<file path="src/rtl/serial_frame_tx_pkg.sv">
package serial_frame_tx_pkg;

  localparam int LEN_CODE_W = 3;
  localparam int LEN_BITS_W = 6;

  typedef enum logic [2:0] {
    SQ_IDLE   = 3'd0,
    SQ_DELAY  = 3'd1,
    SQ_PHASE1 = 3'd2,
    SQ_GAP    = 3'd3,
    SQ_PHASE2 = 3'd4
  } seq_state_e;

  // Element length code to number of bits per element.
  function automatic logic [LEN_BITS_W-1:0] len_code_to_bits(input logic [LEN_CODE_W-1:0] code);
    logic [LEN_BITS_W-1:0] bits;
    case (code)
      3'd0:    bits = 6'd8;
      3'd1:    bits = 6'd10;
      3'd2:    bits = 6'd12;
      3'd3:    bits = 6'd14;
      3'd4:    bits = 6'd16;
      3'd5:    bits = 6'd20;
      3'd6:    bits = 6'd24;
      default: bits = 6'd32;
    endcase
    return bits;
  endfunction

endpackage

</file>
<file path="src/rtl/serial_frame_tx_seq.sv">
module serial_frame_tx_seq
  import serial_frame_tx_pkg::*;
#(
  parameter int CNT_W = 6,
  parameter int DLY_W = 2
) (
  input  logic             clk,
  input  logic             rst_n,
  input  logic             tick,
  input  logic             fsync,
  input  logic [CNT_W-1:0] p1_cnt,
  input  logic             p2_on,
  input  logic [CNT_W-1:0] p2_cnt,
  input  logic             p2_on_sync,
  input  logic [DLY_W-1:0] delay,
  input  logic             sync_ignore,
  input  logic             sh_active,
  input  logic             sh_last,
  output logic             load,
  output logic             load_ph2,
  output logic             kill,
  output logic             busy,
  output logic             sync_err
);

  seq_state_e       st_q, st_d;
  logic [DLY_W-1:0] dcnt_q, dcnt_d;
  logic             dph2_q, dph2_d;
  logic [CNT_W-1:0] ecnt_q, ecnt_d;
  logic             sync_expected;
  logic             start_p2;

  always_comb begin
    st_d          = st_q;
    dcnt_d        = dcnt_q;
    dph2_d        = dph2_q;
    ecnt_d        = ecnt_q;
    load          = 1'b0;
    load_ph2      = 1'b0;
    kill          = 1'b0;
    sync_err      = 1'b0;
    sync_expected = 1'b0;
    start_p2      = 1'b0;
    if (tick) begin
      // Normal advance of the frame for this bit period.
      case (st_q)
        SQ_DELAY: begin
          if (dcnt_q == '0) begin
            load     = 1'b1;
            load_ph2 = dph2_q;
            ecnt_d   = dph2_q ? p2_cnt : p1_cnt;
            st_d     = dph2_q ? SQ_PHASE2 : SQ_PHASE1;
          end else begin
            dcnt_d = dcnt_q - 1'b1;
          end
        end
        SQ_PHASE1, SQ_PHASE2: begin
          if (sh_last) begin
            if (ecnt_q != '0) begin
              load     = 1'b1;
              load_ph2 = (st_q == SQ_PHASE2);
              ecnt_d   = ecnt_q - 1'b1;
            end else if ((st_q == SQ_PHASE1) && p2_on) begin
              if (p2_on_sync) begin
                st_d = SQ_GAP;
              end else begin
                load     = 1'b1;
                load_ph2 = 1'b1;
                ecnt_d   = p2_cnt;
                st_d     = SQ_PHASE2;
              end
            end else begin
              st_d = SQ_IDLE;
            end
          end
        end
        default: ;
      endcase
      // Frame sync handling, judged against the state this tick reaches.
      if (fsync) begin
        sync_expected = (st_d == SQ_IDLE) || (st_d == SQ_GAP);
        sync_err      = !sync_expected;
        if (sync_expected || !sync_ignore) begin
          start_p2 = sync_expected && (st_d == SQ_GAP);
          kill     = !sync_expected;
          dph2_d   = start_p2;
          if (delay == '0) begin
            load     = 1'b1;
            load_ph2 = start_p2;
            ecnt_d   = start_p2 ? p2_cnt : p1_cnt;
            st_d     = start_p2 ? SQ_PHASE2 : SQ_PHASE1;
          end else begin
            load     = 1'b0;
            load_ph2 = 1'b0;
            dcnt_d   = delay - 1'b1;
            st_d     = SQ_DELAY;
          end
        end
      end
    end
  end

  always_ff @(posedge clk or negedge rst_n) begin
    if (!rst_n) begin
      st_q   <= SQ_IDLE;
      dcnt_q <= '0;
      dph2_q <= 1'b0;
      ecnt_q <= '0;
    end else begin
      st_q   <= st_d;
      dcnt_q <= dcnt_d;
      dph2_q <= dph2_d;
      ecnt_q <= ecnt_d;
    end
  end

  assign busy = (st_q == SQ_PHASE1) || (st_q == SQ_PHASE2) || (st_q == SQ_GAP) ||
                ((st_q == SQ_DELAY) && dph2_q);

  // no element is being shifted while waiting for phase 2 or a delay.
  a_r4_gap_silent: assert property (@(posedge clk) disable iff (!rst_n)
    ((st_q == SQ_GAP) || (st_q == SQ_DELAY)) |-> !sh_active);

  // the element countdown only moves on enabled cycles.
  a_r2_count_on_tick: assert property (@(posedge clk) disable iff (!rst_n)
    !tick |=> $stable(ecnt_q));

endmodule

</file>
<file path="src/rtl/serial_frame_tx_shift.sv">
module serial_frame_tx_shift
  import serial_frame_tx_pkg::*;
#(
  parameter int WORD_W = 32,
  localparam int IDX_W = $clog2(WORD_W)
) (
  input  logic                  clk,
  input  logic                  rst_n,
  input  logic                  tick,
  input  logic                  load,
  input  logic                  kill,
  input  logic [WORD_W-1:0]     load_word,
  input  logic                  load_valid,
  input  logic [LEN_CODE_W-1:0] len_code,
  input  logic                  lsb_first,
  output logic                  sdo,
  output logic                  active,
  output logic                  last
);

  logic [WORD_W-1:0]     word_q, word_d;
  logic [IDX_W-1:0]      idx_q, idx_d;
  logic [IDX_W-1:0]      rem_q, rem_d;
  logic                  lsb_q, lsb_d;
  logic                  act_q, act_d;
  logic [LEN_BITS_W-1:0] len_bits;
  logic [IDX_W-1:0]      len_m1;

  assign len_bits = len_code_to_bits(len_code);
  assign len_m1   = IDX_W'(len_bits - 6'd1);

  always_comb begin
    word_d = word_q;
    idx_d  = idx_q;
    rem_d  = rem_q;
    lsb_d  = lsb_q;
    act_d  = act_q;
    if (tick) begin
      if (load) begin
        word_d = load_valid ? load_word : '0;
        lsb_d  = lsb_first;
        rem_d  = len_m1;
        idx_d  = lsb_first ? '0 : len_m1;
        act_d  = 1'b1;
      end else if (kill || (act_q && (rem_q == '0))) begin
        act_d = 1'b0;
      end else if (act_q) begin
        rem_d = rem_q - 1'b1;
        idx_d = lsb_q ? (idx_q + 1'b1) : (idx_q - 1'b1);
      end
    end
  end

  always_ff @(posedge clk or negedge rst_n) begin
    if (!rst_n) begin
      word_q <= '0;
      idx_q  <= '0;
      rem_q  <= '0;
      lsb_q  <= 1'b0;
      act_q  <= 1'b0;
    end else begin
      word_q <= word_d;
      idx_q  <= idx_d;
      rem_q  <= rem_d;
      lsb_q  <= lsb_d;
      act_q  <= act_d;
    end
  end

  assign sdo    = act_q & word_q[idx_q];
  assign active = act_q;
  assign last   = act_q && (rem_q == '0);

  // the bit pointer holds between enabled cycles.
  a_r6_hold_between_ticks: assert property (@(posedge clk) disable iff (!rst_n)
    !tick |=> ($stable(idx_q) && $stable(act_q)));

endmodule

</file>
<file path="src/rtl/serial_frame_tx.sv">
module serial_frame_tx
  import serial_frame_tx_pkg::*;
#(
  parameter int WORD_W = 32,
  parameter int CNT_W  = 6,
  parameter int DLY_W  = 2
) (
  input  logic                  clk,
  input  logic                  rst_n,
  input  logic                  bit_en,
  input  logic                  fsync,
  input  logic [LEN_CODE_W-1:0] cfg_p1_len,
  input  logic [CNT_W-1:0]      cfg_p1_cnt,
  input  logic                  cfg_p2_on,
  input  logic [LEN_CODE_W-1:0] cfg_p2_len,
  input  logic [CNT_W-1:0]      cfg_p2_cnt,
  input  logic                  cfg_p2_on_sync,
  input  logic [DLY_W-1:0]      cfg_delay,
  input  logic                  cfg_lsb_first,
  input  logic                  cfg_sync_ignore,
  input  logic [WORD_W-1:0]     tx_data,
  input  logic                  tx_valid,
  output logic                  tx_ready,
  output logic                  sdo,
  output logic                  busy,
  output logic                  underrun,
  output logic                  sync_err,
  output logic                  svc_req
);

  logic [1:0] rst_sync_q;
  logic       rst_n_s;
  logic       ld, ld_ph2, kill, seq_err;
  logic       sh_active, sh_last;
  logic       und_q, und_d, err_q, err_d, svc_q, svc_d;
  logic [LEN_CODE_W-1:0] len_sel;

  // Asynchronous assertion, synchronous release.
  always_ff @(posedge clk or negedge rst_n) begin
    if (!rst_n) rst_sync_q <= 2'b00;
    else        rst_sync_q <= {rst_sync_q[0], 1'b1};
  end
  assign rst_n_s = rst_sync_q[1];

  serial_frame_tx_seq #(.CNT_W(CNT_W), .DLY_W(DLY_W)) u_seq (
    .clk         (clk),
    .rst_n       (rst_n_s),
    .tick        (bit_en),
    .fsync       (fsync),
    .p1_cnt      (cfg_p1_cnt),
    .p2_on       (cfg_p2_on),
    .p2_cnt      (cfg_p2_cnt),
    .p2_on_sync  (cfg_p2_on_sync),
    .delay       (cfg_delay),
    .sync_ignore (cfg_sync_ignore),
    .sh_active   (sh_active),
    .sh_last     (sh_last),
    .load        (ld),
    .load_ph2    (ld_ph2),
    .kill        (kill),
    .busy        (busy),
    .sync_err    (seq_err)
  );

  assign len_sel = ld_ph2 ? cfg_p2_len : cfg_p1_len;

  serial_frame_tx_shift #(.WORD_W(WORD_W)) u_shift (
    .clk        (clk),
    .rst_n      (rst_n_s),
    .tick       (bit_en),
    .load       (ld),
    .kill       (kill),
    .load_word  (tx_data),
    .load_valid (tx_valid),
    .len_code   (len_sel),
    .lsb_first  (cfg_lsb_first),
    .sdo        (sdo),
    .active     (sh_active),
    .last       (sh_last)
  );

  assign tx_ready = ld;

  always_comb begin
    und_d = ld & !tx_valid;
    svc_d = ld;
    err_d = seq_err;
  end

  always_ff @(posedge clk or negedge rst_n_s) begin
    if (!rst_n_s) begin
      und_q <= 1'b0;
      err_q <= 1'b0;
      svc_q <= 1'b0;
    end else begin
      und_q <= und_d;
      err_q <= err_d;
      svc_q <= svc_d;
    end
  end

  assign underrun = und_q;
  assign sync_err = err_q;
  assign svc_req  = svc_q;

  // the line is quiet outside a frame.
  a_r10_quiet_when_idle: assert property (@(posedge clk) disable iff (!rst_n_s)
    !busy |-> !sdo);

  // every shifted bit lies inside the busy window.
  a_r10_bits_inside_busy: assert property (@(posedge clk) disable iff (!rst_n_s)
    sh_active |-> busy);

  // an element started without data drives zeros.
  a_r9_underrun_drives_zero: assert property (@(posedge clk) disable iff (!rst_n_s)
    underrun |-> !sdo);

  // a sync error only follows a sync on an enabled cycle.
  a_r7_err_needs_sync: assert property (@(posedge clk) disable iff (!rst_n_s)
    sync_err |-> $past(fsync && bit_en));

  // a service strobe only follows an enabled cycle.
  a_r11_svc_after_tick: assert property (@(posedge clk) disable iff (!rst_n_s)
    svc_req |-> $past(bit_en));

endmodule

</file>
<file path="config.mk">
export PLATFORM = sky130hd
export DESIGN_NAME = serial_frame_tx
export DESIGN_NICKNAME = d
export VERILOG_FILES = /design/src/rtl/serial_frame_tx_pkg.sv /design/src/rtl/serial_frame_tx_seq.sv /design/src/rtl/serial_frame_tx_shift.sv /design/src/rtl/serial_frame_tx.sv
export SDC_FILE = /design/constraint.sdc
export NUM_CORES = 1
export LEC_CHECK = 0
export BUFFER_PORTS_ARGS = -buffer_cell sky130_fd_sc_hd__buf_2
export CAP_MARGIN = 20
export CORE_MARGIN = 4
export CORE_UTILIZATION = 62
export CTS_CLUSTER_DIAMETER = 120
export DETAILED_ROUTE_END_ITERATION = 8
export PLACE_DENSITY = 0.93
export SKIP_CTS_REPAIR_TIMING = 1
export SKIP_LAST_GASP = 1
export SYNTH_ARGS = -nofsm -noshare
export SYNTH_HDL_FRONTEND = slang
export SYNTH_SLANG_ARGS = --single-unit
</file>
<file path="constraint.sdc">
create_clock -name clk -period 3.52 [get_ports clk]
set_clock_uncertainty 0.05 [all_clocks]
set_input_delay 0 -clock clk [delete_from_list [all_inputs] [get_ports clk]]
set_output_delay 0 -clock clk [all_outputs]
set_load 0.005 [all_outputs]
</file>
== After elaboration in Yosys (flattened, before gate mapping) ==
Index checks and enable logic that the tools add are counted.

* Output and inout bits: 6
* Bits of input ports: 61
* Flip-flop bits (word level): 61
* Word-level logic and storage cells: 127

* Bitwise operators: 2
* Order comparisons: 1
* Eq/ne operators: 12
* Add/subtract/negate cells: 7
* Muxes and demuxes: 66
* Reduce and logical (&&, ||, !) cells: 26

{| class="wikitable"
|+ Operators by type and width
! cell !! count
|-
| $mux W6 || 10
|-
| $mux W5 || 8
|-
| $mux W3 || 12
|-
| $pmux W5 S7 || 1
|-
| $mux W32 || 1
|-
| $mux W1 || 24
|-
| $eq A3 B2 Y1 const B || 5
|-
| $sub A5 B1 Y5 const B || 3
|-
| $eq A3 B3 Y1 const B || 4
|-
| $pmux W6 S2 || 1
|-
| $mux W2 || 5
|-
| $eq A3 B1 Y1 const B || 2
|-
| $logic_not A3 Y1 || 2
|-
| $logic_or A1 B1 Y1 || 6
|-
| $lt A5 B6 Y1 const B || 1
|-
| $pmux W3 S2 || 1
|-
| $reduce_and A3 Y1 || 2
|-
| $reduce_bool A6 Y1 || 1
|-
| $sub A6 B1 Y6 const B || 1
|-
| $add A5 B1 Y5 const B || 1
|-
| $bmux W1 S5 || 1
|-
| $logic_not A5 Y1 || 1
|-
| $logic_and A1 B1 Y1 || 4
|-
| $logic_not A2 Y1 || 2
|-
| 8 further kinds || 15
|}

== Depth between registers and ports, before layout ==
Gate-level depths: netlist of the first run.

* Word-level depth: 20
* Mapped depth: 11
* Mapped depth without buffers: 10

== By module ==
Synthesis of the first run repeated with hierarchy kept, for this count alone.

* Cell total of the unflattened synthesis: 445
* Area total of the unflattened synthesis: 3898.7 µm²

{| class="wikitable"
|+ Modules (own cells, without submodules)
! module !! sequential area each (µm²) !! area each (µm²) !! times used !! cells each
|-
| serial_frame_tx_shift || 1101.1 || 2353.5 || 1 || 254
|-
| serial_frame_tx_seq || 300.3 || 1376.3 || 1 || 181
|-
| serial_frame_tx || 125.1 || 168.9 || 1 || 10
|}

== Worst setup path before layout of the first run ==
No wires, ideal clock.

* Kind: register -> register
* Start: register u_seq.ecnt_q[0]
* End: register u_shift.idx_q[3]
* Slack: 0.646 ns
* Library setup time: 0.125 ns
* Arrival time: 2.699 ns
* Path buffers: 0
* Stages on the path, launching flop included: 10
* Cells stage by stage: dfrtp_1 > inv_1 > ha_1 > or4b_1 > nor4_4 > o22ai_2 > o21a_2 > nor2_2 > mux2_1 > mux2_2

* Word-level cells in the longest chain between the ends: 18
* Elaborated cells between the ends (all ways): 43
* Classes of those cells: 1 x add/sub; 8 x eq/ne; 24 x mux; 10 x reduce/logical

{| class="wikitable"
|+ RTL lines
! element !! RTL line !! text
|-
| from (decl) || serial_frame_tx_seq.sv:29 || <nowiki>logic [CNT_W-1:0] ecnt_q, ecnt_d;</nowiki>
|-
| from (signal assigned) || serial_frame_tx_seq.sv:113 || <nowiki>ecnt_q <= ecnt_d;</nowiki>
|-
| $reduce_bool A6 Y1 * || serial_frame_tx_seq.sv:59 || <nowiki>if (ecnt_q != '0) begin</nowiki>
|-
| $mux W3 || serial_frame_tx_seq.sv:59 ||
|-
| $mux W3 || serial_frame_tx_seq.sv:58 || <nowiki>if (sh_last) begin</nowiki>
|-
| $pmux W3 S2 || serial_frame_tx_seq.sv:46 || <nowiki>case (st_q)</nowiki>
|-
| $mux W3 || serial_frame_tx_seq.sv:44 || <nowiki>if (tick) begin</nowiki>
|-
| $eq A3 B2 Y1 or $logic_not A3 Y1 (tied branches) || serial_frame_tx_seq.sv:81, serial_frame_tx_seq.sv:84 ||
|-
| $logic_or A1 B1 Y1 || serial_frame_tx_seq.sv:81 || <nowiki>sync_expected = (st_d == SQ_IDLE) || (st_d == SQ_GAP);</nowiki>
|-
| $logic_and A1 B1 Y1 || serial_frame_tx_seq.sv:84 || <nowiki>start_p2 = sync_expected && (st_d == SQ_GAP);</nowiki>
|-
| [... 2 more ...] || - ||
|-
| $mux W1 || serial_frame_tx_seq.sv:80 || <nowiki>if (fsync) begin</nowiki>
|-
| $mux W1 || serial_frame_tx_seq.sv:44 ||
|-
| $mux W3 || serial_frame_tx.sv:65 || <nowiki>assign len_sel = ld_ph2 ? cfg_p2_len : cfg_p1_len;</nowiki>
|-
| $eq A3 B3 Y1 (tied with other cells) || serial_frame_tx_pkg.sv:17 || <nowiki>case (code)</nowiki>
|-
| $pmux W5 S7 || serial_frame_tx_pkg.sv:17 ||
|-
| $sub A5 B1 Y5 || serial_frame_tx_shift.sv:30 || <nowiki>assign len_m1 = IDX_W'(len_bits - 6'd1);</nowiki>
|-
| $mux W5 || serial_frame_tx_shift.sv:43 || <nowiki>idx_d = lsb_first ? '0 : len_m1;</nowiki>
|-
| $mux W5 || serial_frame_tx_shift.sv:39 || <nowiki>if (load) begin</nowiki>
|-
| to (signal assigned) || serial_frame_tx_shift.sv:63 || <nowiki>idx_q <= idx_d;</nowiki>
|-
| to (decl) || serial_frame_tx_shift.sv:22 || <nowiki>logic [IDX_W-1:0] idx_q, idx_d;</nowiki>
|}

Mark *: on every way between the ends. The rest lies on a longest branch, timed or not. The select of a mux whose other input is x is not followed.
A chain may end at the register's enable or synchronous reset.

== Worst setup path in the final report of the first run ==
* Start: register u_seq.ecnt_q[0]
* End: output tx_ready

* Word-level cells in the longest chain between the ends: 11
* Elaborated cells between the ends (all ways): 15
* Classes of those cells: 1 x eq/ne; 10 x mux; 4 x reduce/logical

{| class="wikitable"
|+ RTL lines
! element !! RTL line !! text
|-
| $reduce_bool A6 Y1 * || serial_frame_tx_seq.sv:59 ||
|-
| $mux W3 || serial_frame_tx_seq.sv:59 ||
|-
| $mux W3 || serial_frame_tx_seq.sv:58 ||
|-
| $pmux W3 S2 || serial_frame_tx_seq.sv:46 ||
|-
| $mux W3 || serial_frame_tx_seq.sv:44 ||
|-
| $eq A3 B2 Y1 or $logic_not A3 Y1 (tied branches) || serial_frame_tx_seq.sv:81 ||
|-
| $logic_or A1 B1 Y1 || serial_frame_tx_seq.sv:81 ||
|-
| $logic_or A1 B1 Y1 || serial_frame_tx_seq.sv:83 || <nowiki>if (sync_expected || !sync_ignore) begin</nowiki>
|-
| $mux W1 || serial_frame_tx_seq.sv:83 ||
|-
| $mux W1 * || serial_frame_tx_seq.sv:80 ||
|-
| $mux W1 * || serial_frame_tx_seq.sv:44 ||
|-
| to (decl) || serial_frame_tx.sv:23 || <nowiki>output logic tx_ready,</nowiki>
|}

Marked as above.

==> metrics.yaml, run 1 <==
period_share: 0.991
pwr_density_cell_nw_per_um2: 764
post_synth.cell_area_avg_um2: 8.90
final_max_slew_viol_count: 0
layout_common_cells: "o21ai_1 (69), buf_2 (66), dfrtp_1 (60), nand2_1 (51), dlygate4sd3_1 (37)"
cp_max_fo: 17
p_leak_nw: 2.18
fin_util: 0.798
clock_latency_ps: 360
gr-total-overflow: 0
startpoint_type: "flip-flop"
grt_max_degree: 43
num_vias: 4503
synth_top_cells_by_area: "dfrtp_1 (37%), o21ai_1 (8.3%), mux4_2 (5.4%)"
routed_wl_mm: 13.4
drt_pass1_iterations: 6
ys_ff_latch: 61
synth_area_um2: 4180
synth.distinct_cells: 76
dp_hpwl_mm: 8.13
die_x_um: 90.1
slew_headroom: 0.339
synth_fp_nets: 537
ir_drop_uv: 374
die_h_um: 90.1
use_met3: 0.0467
report.power.total_mw: 3.94
dieArea_um2: 8110
grt_antenna_before_repair: 0
cts_buffers: 9
setup_viol: 0
yosysWarnings: 0
finalCriticalPeriod_ps: 3490
cts_root_buf: "clkbuf_8"
start_util: 0.646
numPortBuffers: 66
io_pins: 67
outcome: "finished, violations left"
drc: 0
n_antenna_cell: 0
drt_iter0_drc: 668
gp_congestion: 0.935
grt_pass1_wl_mm: 18.5
fin_hold_ws_ps: -2.30
syn_inst: 469
drv_cap: 0
avgRoutedWirePerCell_um: 20.8
fin_tns_setup_ps: 0
ant_nets: 0
violations: "hold timing"
busiest_layer: "met2"
clockBufferDepth: 2
required_ps: 3470
num_rows: 29
synth_top_flop_cell: "dfrtp_1"
synth_top_area_frac: 0.366
cts_tree: "done"
max_freq_mhz: 287
grt_use_total: 0.279
synth_edf_count: 0
core_um2: 6460
placed_cells: 592
synthArstFlopShare: 1.00
fin_nets: 631
ctsHtreeMaxLevel: 3
area_growth_pct: 23.4
end_kind: "output port"
drive_gt1_frac: 0.222
crit_type: "flip-flop to output port"
hold_viol: 1
cts_sinks: 61
worstMarginPinSlew_ps: 992
routed_via_density: 6.98
hold_class: "input port to flip-flop"
fin_cells: 645
yosysSeqAreaShare: 0.366
clk_pin_slew_worst_paths_ps: 70
grtUsageMet2: 0.444
worstPathArrival_ps: 3440
use_met1: 0.379
synth_top_cell_by_area: "dfrtp_1"
final_common_cell: "o21ai_1"
grt_pass1_vias: 3843
## where the power goes
| part | leakage (nW) | switching [mW] | total, mW | internal [mW] |
|---|---|---|---|---|
| registers | 0.769 | 0.403 | 1.40 | 1.00 |
| clock network | 0.114 | 0.308 | 0.729 | 0.421 |
| logic | 1.30 | 0.954 | 1.80 | 0.850 |
## registers in the layout (all words and copies together) (netlist names), 2 cells and up
signal and count:
u_shift.rem_q 5, u_seq.st_q 3, u_seq.ecnt_q 6, rst_sync_q 2, u_shift.idx_q 5, u_seq.dcnt_q 2, u_shift.word_q 32
## layer usage
metal | vias to the layer above | wire, um | share of wire
met5 | - | 0 | 0
met4 | 0 | 590 | 0.044
met3 | 71 | 1560 | 0.12
met2 | 374 | 6270 | 0.47
met1 | 2113 | 4960 | 0.37
li1 | 1945 | - | -
## stage by stage
stage	setup WS [ps]	cell area (um^2)
finish	31.3	5150
global route	-32.8	5150
CTS	64.2	4780
detailed placement	311	4550
global placement	439	4550
floorplan	646	4180
## path summary, 6_finish.rpt
| check | start | to | slack (ps) | cells after the start |
|---|---|---|---|---|
| worst max-delay path | u_seq.ecnt_q[0] | tx_ready | 30 | 10 |
| worst min-delay path | cfg_p1_cnt[0] | u_seq.ecnt_q[0] | -2 | 4 |
| worst max register to register | u_seq.ecnt_q[0] | u_shift.idx_q[3] | 170 | 9 |
| worst min register to register | rst_sync_q[0] | rst_sync_q[1] | 300 | 0 |
| max in group asynchronous | rst_sync_q[1] | u_shift.active | 2190 | 1 |
| min in group asynchronous | rst_sync_q[1] | u_shift.rem_q[2] | 390 | 0 |
## cells in the mapped netlist (3+ instances only)
cell	count
inv_1	14
o22ai_1	7
clkbuf_1	18
nor4_1	3
nor2b_1	4
dfrtp_1	61
nor2_2	3
a21oi_1	25
nor3_1	18
clkinv_1	3
mux2i_1	13
o21a_1	3
o221ai_1	4
o21ai_0	15
nand2b_1	4
nand2_1	51
a31oi_1	5
o2bb2ai_1	3
mux4_2	10
ha_1	6
nor2_1	17
a211oi_1	3
a21o_1	5
mux2_2	7
nand3_1	16
o21ai_1	69
xnor2_1	8
o211ai_1	4
nor4b_1	3
buf_2	7
o31ai_1	6
## kinds of logic after synthesis
family          after synthesis  share of synthesized area
fa+ha+maj                     7                     0.0228
compound gates              170                      0.251
xor+xnor                      9                     0.0189
buf+inv                      45                     0.0443
flops                        61                      0.366
other cells                   1                   0.000898
simple gates                144                      0.187
mux                          32                      0.109
## final cells by class
class,count,area [um^2]
Multi-Input combinational cell,363,2470
Sequential cell,61,1530
Fill cell,399,1310
Timing Repair Buffer,111,773
Clock buffer,11,141
Tap cell,77,96.3
Clock inverter,5,82.6
Inverter,17,63.8
## critical path: stages (launching register included)
cell and delay, ps:
dfrtp_1 410, inv_1 110, ha_1 200, or4b_1 570, nor4_1 350, o22ai_2 210
o21ai_2 340, nand2b_1 210, nand2_4 240, clkinv_1 230, buf_2 200
Note: power is estimated with default switching activity, not from simulation.
==> run 2, diff against run 1 <==
--- a/config.mk
+++ b/config.mk
@@ -8,10 +8,10 @@
 export BUFFER_PORTS_ARGS = -buffer_cell sky130_fd_sc_hd__buf_2
 export CAP_MARGIN = 20
 export CORE_MARGIN = 4
-export CORE_UTILIZATION = 62
+export CORE_UTILIZATION = 57
 export CTS_CLUSTER_DIAMETER = 120
 export DETAILED_ROUTE_END_ITERATION = 8
-export PLACE_DENSITY = 0.93
+export PLACE_DENSITY = 0.8
 export SKIP_CTS_REPAIR_TIMING = 1
 export SKIP_LAST_GASP = 1
 export SYNTH_ARGS = -nofsm -noshare
==> constraint.sdc (replaced) <==
create_clock -name clk -period 3.72 [get_ports clk]
set_clock_uncertainty 0.05 [all_clocks]
set_input_delay 0 -clock clk [delete_from_list [all_inputs] [get_ports clk]]
set_output_delay 0 -clock clk [all_outputs]
set_load 0.005 [all_outputs]
==> run 2 against run 1 <==
Design area rose by 0.41%. Power fell by 11%. The run now ends clean. Global-route usage down 1.8 points. Hold slack improved by 16 ps. Core utilization is 5.3 points lower. Non-clock buffer count grew 2. Clock-buffer cell count is 2 lower. Largest power group unchanged. Via count decreased by 8.0%. Critical path depth grew 1. Die area up 8.0%. Sequential cell count unchanged. Sequential share of layout area decreased by 0.12 points. Highest routed layer unchanged.
==> metrics.yaml, run 2 (same netlist as run 1, synthesis figures left out) <==
outcome: "complete, no violations"
avgRoutedWirePerCell_um: 17.6  # -15%
cp_max_fo: 19  # +2
period_share: 0.901
cpPeakStageDelay_ps: 540  # -30 ps
clockBufferDepth: 2  # unchanged
worstMarginPinSlew_ps: 791  # -201 ps
hold_class: "input port to flip-flop"
drc: 0  # unchanged
slew_headroom: 0.473  # +0.134
drive_gt1_frac: 0.225  # +0.00273
num_rows: 30  # +3.4%
startpoint_type: "flip-flop"
hold_viol: 0  # -1
clock_latency_ps: 350  # about the same
p_comb_frac: 0.463  # +0.005
switching_share: 0.414  # -0.00953
cts_root_buf: "clkbuf_8"
fin_hold_ws_ps: 13.4  # +15.7 ps
worstPathArrival_ps: 3300  # -140 ps
pwr_density_cell_nw_per_um2: 679  # -11%
grt_pass1_wl_mm: 18.0  # -2.2%
drt_iter0_drc: 451  # -32%
core_um2: 6940  # +7.5%
grt_pass1_vias: 3634  # -5.4%
rsz0062_at_grt: "no"
cp_cell_sequence: "inv_1, ha_1, or4b_1, nor4_4, buf_4, o22ai_2, o21ai_2, nand2b_1, nand2_4, clkinv_1, buf_2"
largest_register_ffs: 32  # unchanged
worst-r2r-setup-slack_ps: 430  # +260 ps
required_ps: 3670  # +200 ps
largestRegisters: "u_shift.word_q (32), u_seq.ecnt_q (6)"
setup_viol: 0  # unchanged
placed_cells: 611  # +3.2%
end_kind: "output port"
dp_hpwl_mm: 8.00  # -1.6%
die_h_um: 93.6  # +3.9%
grt_max_degree: 38  # -12%
area_growth_pct: 23.9
r2r-start: "u_seq.ecnt_q[0]"
numPortBuffers: 66  # unchanged
p_seq_frac: 0.367  # +0.010
r2r-end: "u_shift.lsb_q"
ctsHtreeMaxLevel: 3  # unchanged
whs_path_depth: 4  # unchanged
drt_pass1_iterations: 5  # -1
dieArea_um2: 8760  # +8.0%
final_common_cell: "o21ai_1"
gr-total-overflow: 0  # unchanged
cts_sinks: 61  # unchanged
finalCriticalPeriod_ps: 3350
num_vias: 4143  # -8.0%
routed_wl_mm: 11.8  # -12%
largest-register: "u_shift.word_q"
gp_congestion: 0.963  # +3.0%
fillers: 494  # +24%
internal-power_mw: 2.06  # -9.3%
fin_cells: 667  # +3.4%
grt_use_total: 0.261  # -0.0179
drv_cap: 0  # unchanged
cts_tree: "done"
setup.worst_path.end: "tx_ready"
layout_common_cells: "o21ai_1 (69), buf_2 (66), dfrtp_1 (60), nand2_1 (51), dlygate4sd3_1 (38)"
clkPwrFrac: 0.170  # -0.015
io_pins: 67  # unchanged
rr_worst_depth: 10  # +1
grt_antenna_before_repair: 0  # unchanged
p_leak_nw: 2.18  # -0.19%
final_max_slew_viol_count: 0  # unchanged
crit_type: "flip-flop to output port"
die_x_um: 93.6  # +3.9%
p_sw_mw: 1.45  # -13%
cts_buffers: 9  # unchanged
routed_via_density: 6.21  # -11%
crit_slowest_cell: "or4b_1"
fin_nets: 633  # +0.32%
report.power.total_mw: 3.51  # -11%
ant_nets: 0  # unchanged
clk_pin_slew_worst_paths_ps: 80  # about the same
start_util: 0.601  # -0.0452
ir_drop_uv: 373  # -0.42%
critPathLaunch: "u_seq.ecnt_q[0]"
fin_tns_setup_ps: 0  # unchanged
max_freq_mhz: 298
run 2: power by group through the flow:
stage | registers, mW | logic, mW | clock network [mW]
2_1_floorplan | 1.12 | 1.32 | 0
6_report | 1.29 | 1.63 | 0.598
3_3_place_gp | 1.28 | 1.52 | 0
5_1_grt | 1.33 | 1.78 | 0.640
3_5_place_dp | 1.29 | 1.56 | 0
4_1_cts | 1.28 | 1.57 | 0.605
run 2: critical path: cells and delay by family, from the launching register on:
| family | cells | cell delay [ps] |
|---|---|---|
| AOI/OAI and AO/OA | 2 | 450 |
| adders and majority gates | 1 | 200 |
| buffers and inverters | 4 | 700 |
| DFF | 1 | 430 |
| and+or+nand+nor | 4 | 1160 |
run 2: worst min path at each step:
stage | from | end | slack (ps)
after floorplan | rst_n | rst_sync_q[0] | -350
after global placement | rst_n | rst_sync_q[0] | -270
after detailed placement | rst_n | rst_sync_q[0] | -260
after CTS | rst_n | rst_sync_q[1] | -640
after global routing | cfg_p2_cnt[2] | u_seq.ecnt_q[2] | 10
final | cfg_p1_cnt[4] | u_seq.ecnt_q[4] | 10
run 2: layer usage:
metal,share of wire,vias up,GRT usage,wire length [um]
li1,-,1947,-,-
met1,0.43,1957,0.385,5040
met2,0.48,221,0.385,5590
met3,0.081,18,0.0571,953
met4,0.014,0,0.0770,167
met5,0,-,0,0
run 2: layout make-up:
class | count | area (um^2) | area share
multi-input cells | 363 | 2470 | 0.477
repair buffers | 113 | 795 | 0.154
clock inverters | 7 | 73.8 | 0.0143
clock buffers | 9 | 124 | 0.0239
well taps | 96 | 120 | 0.0232
flip-flops and latches | 61 | 1530 | 0.295
inverters | 17 | 63.8 | 0.0123
diodes | 1 | 2.50 | 0.000484
run 2: stage by stage:
stage	utilization	worst slack [ps]	area (um^2)
2_1_floorplan	-	846	4180
3_3_place_gp	0.659	554	4580
3_5_place_dp	0.659	415	4580
4_1_cts	0.688	236	4780
5_1_grt	0.745	112	5170
6_report	0.745	369	5170
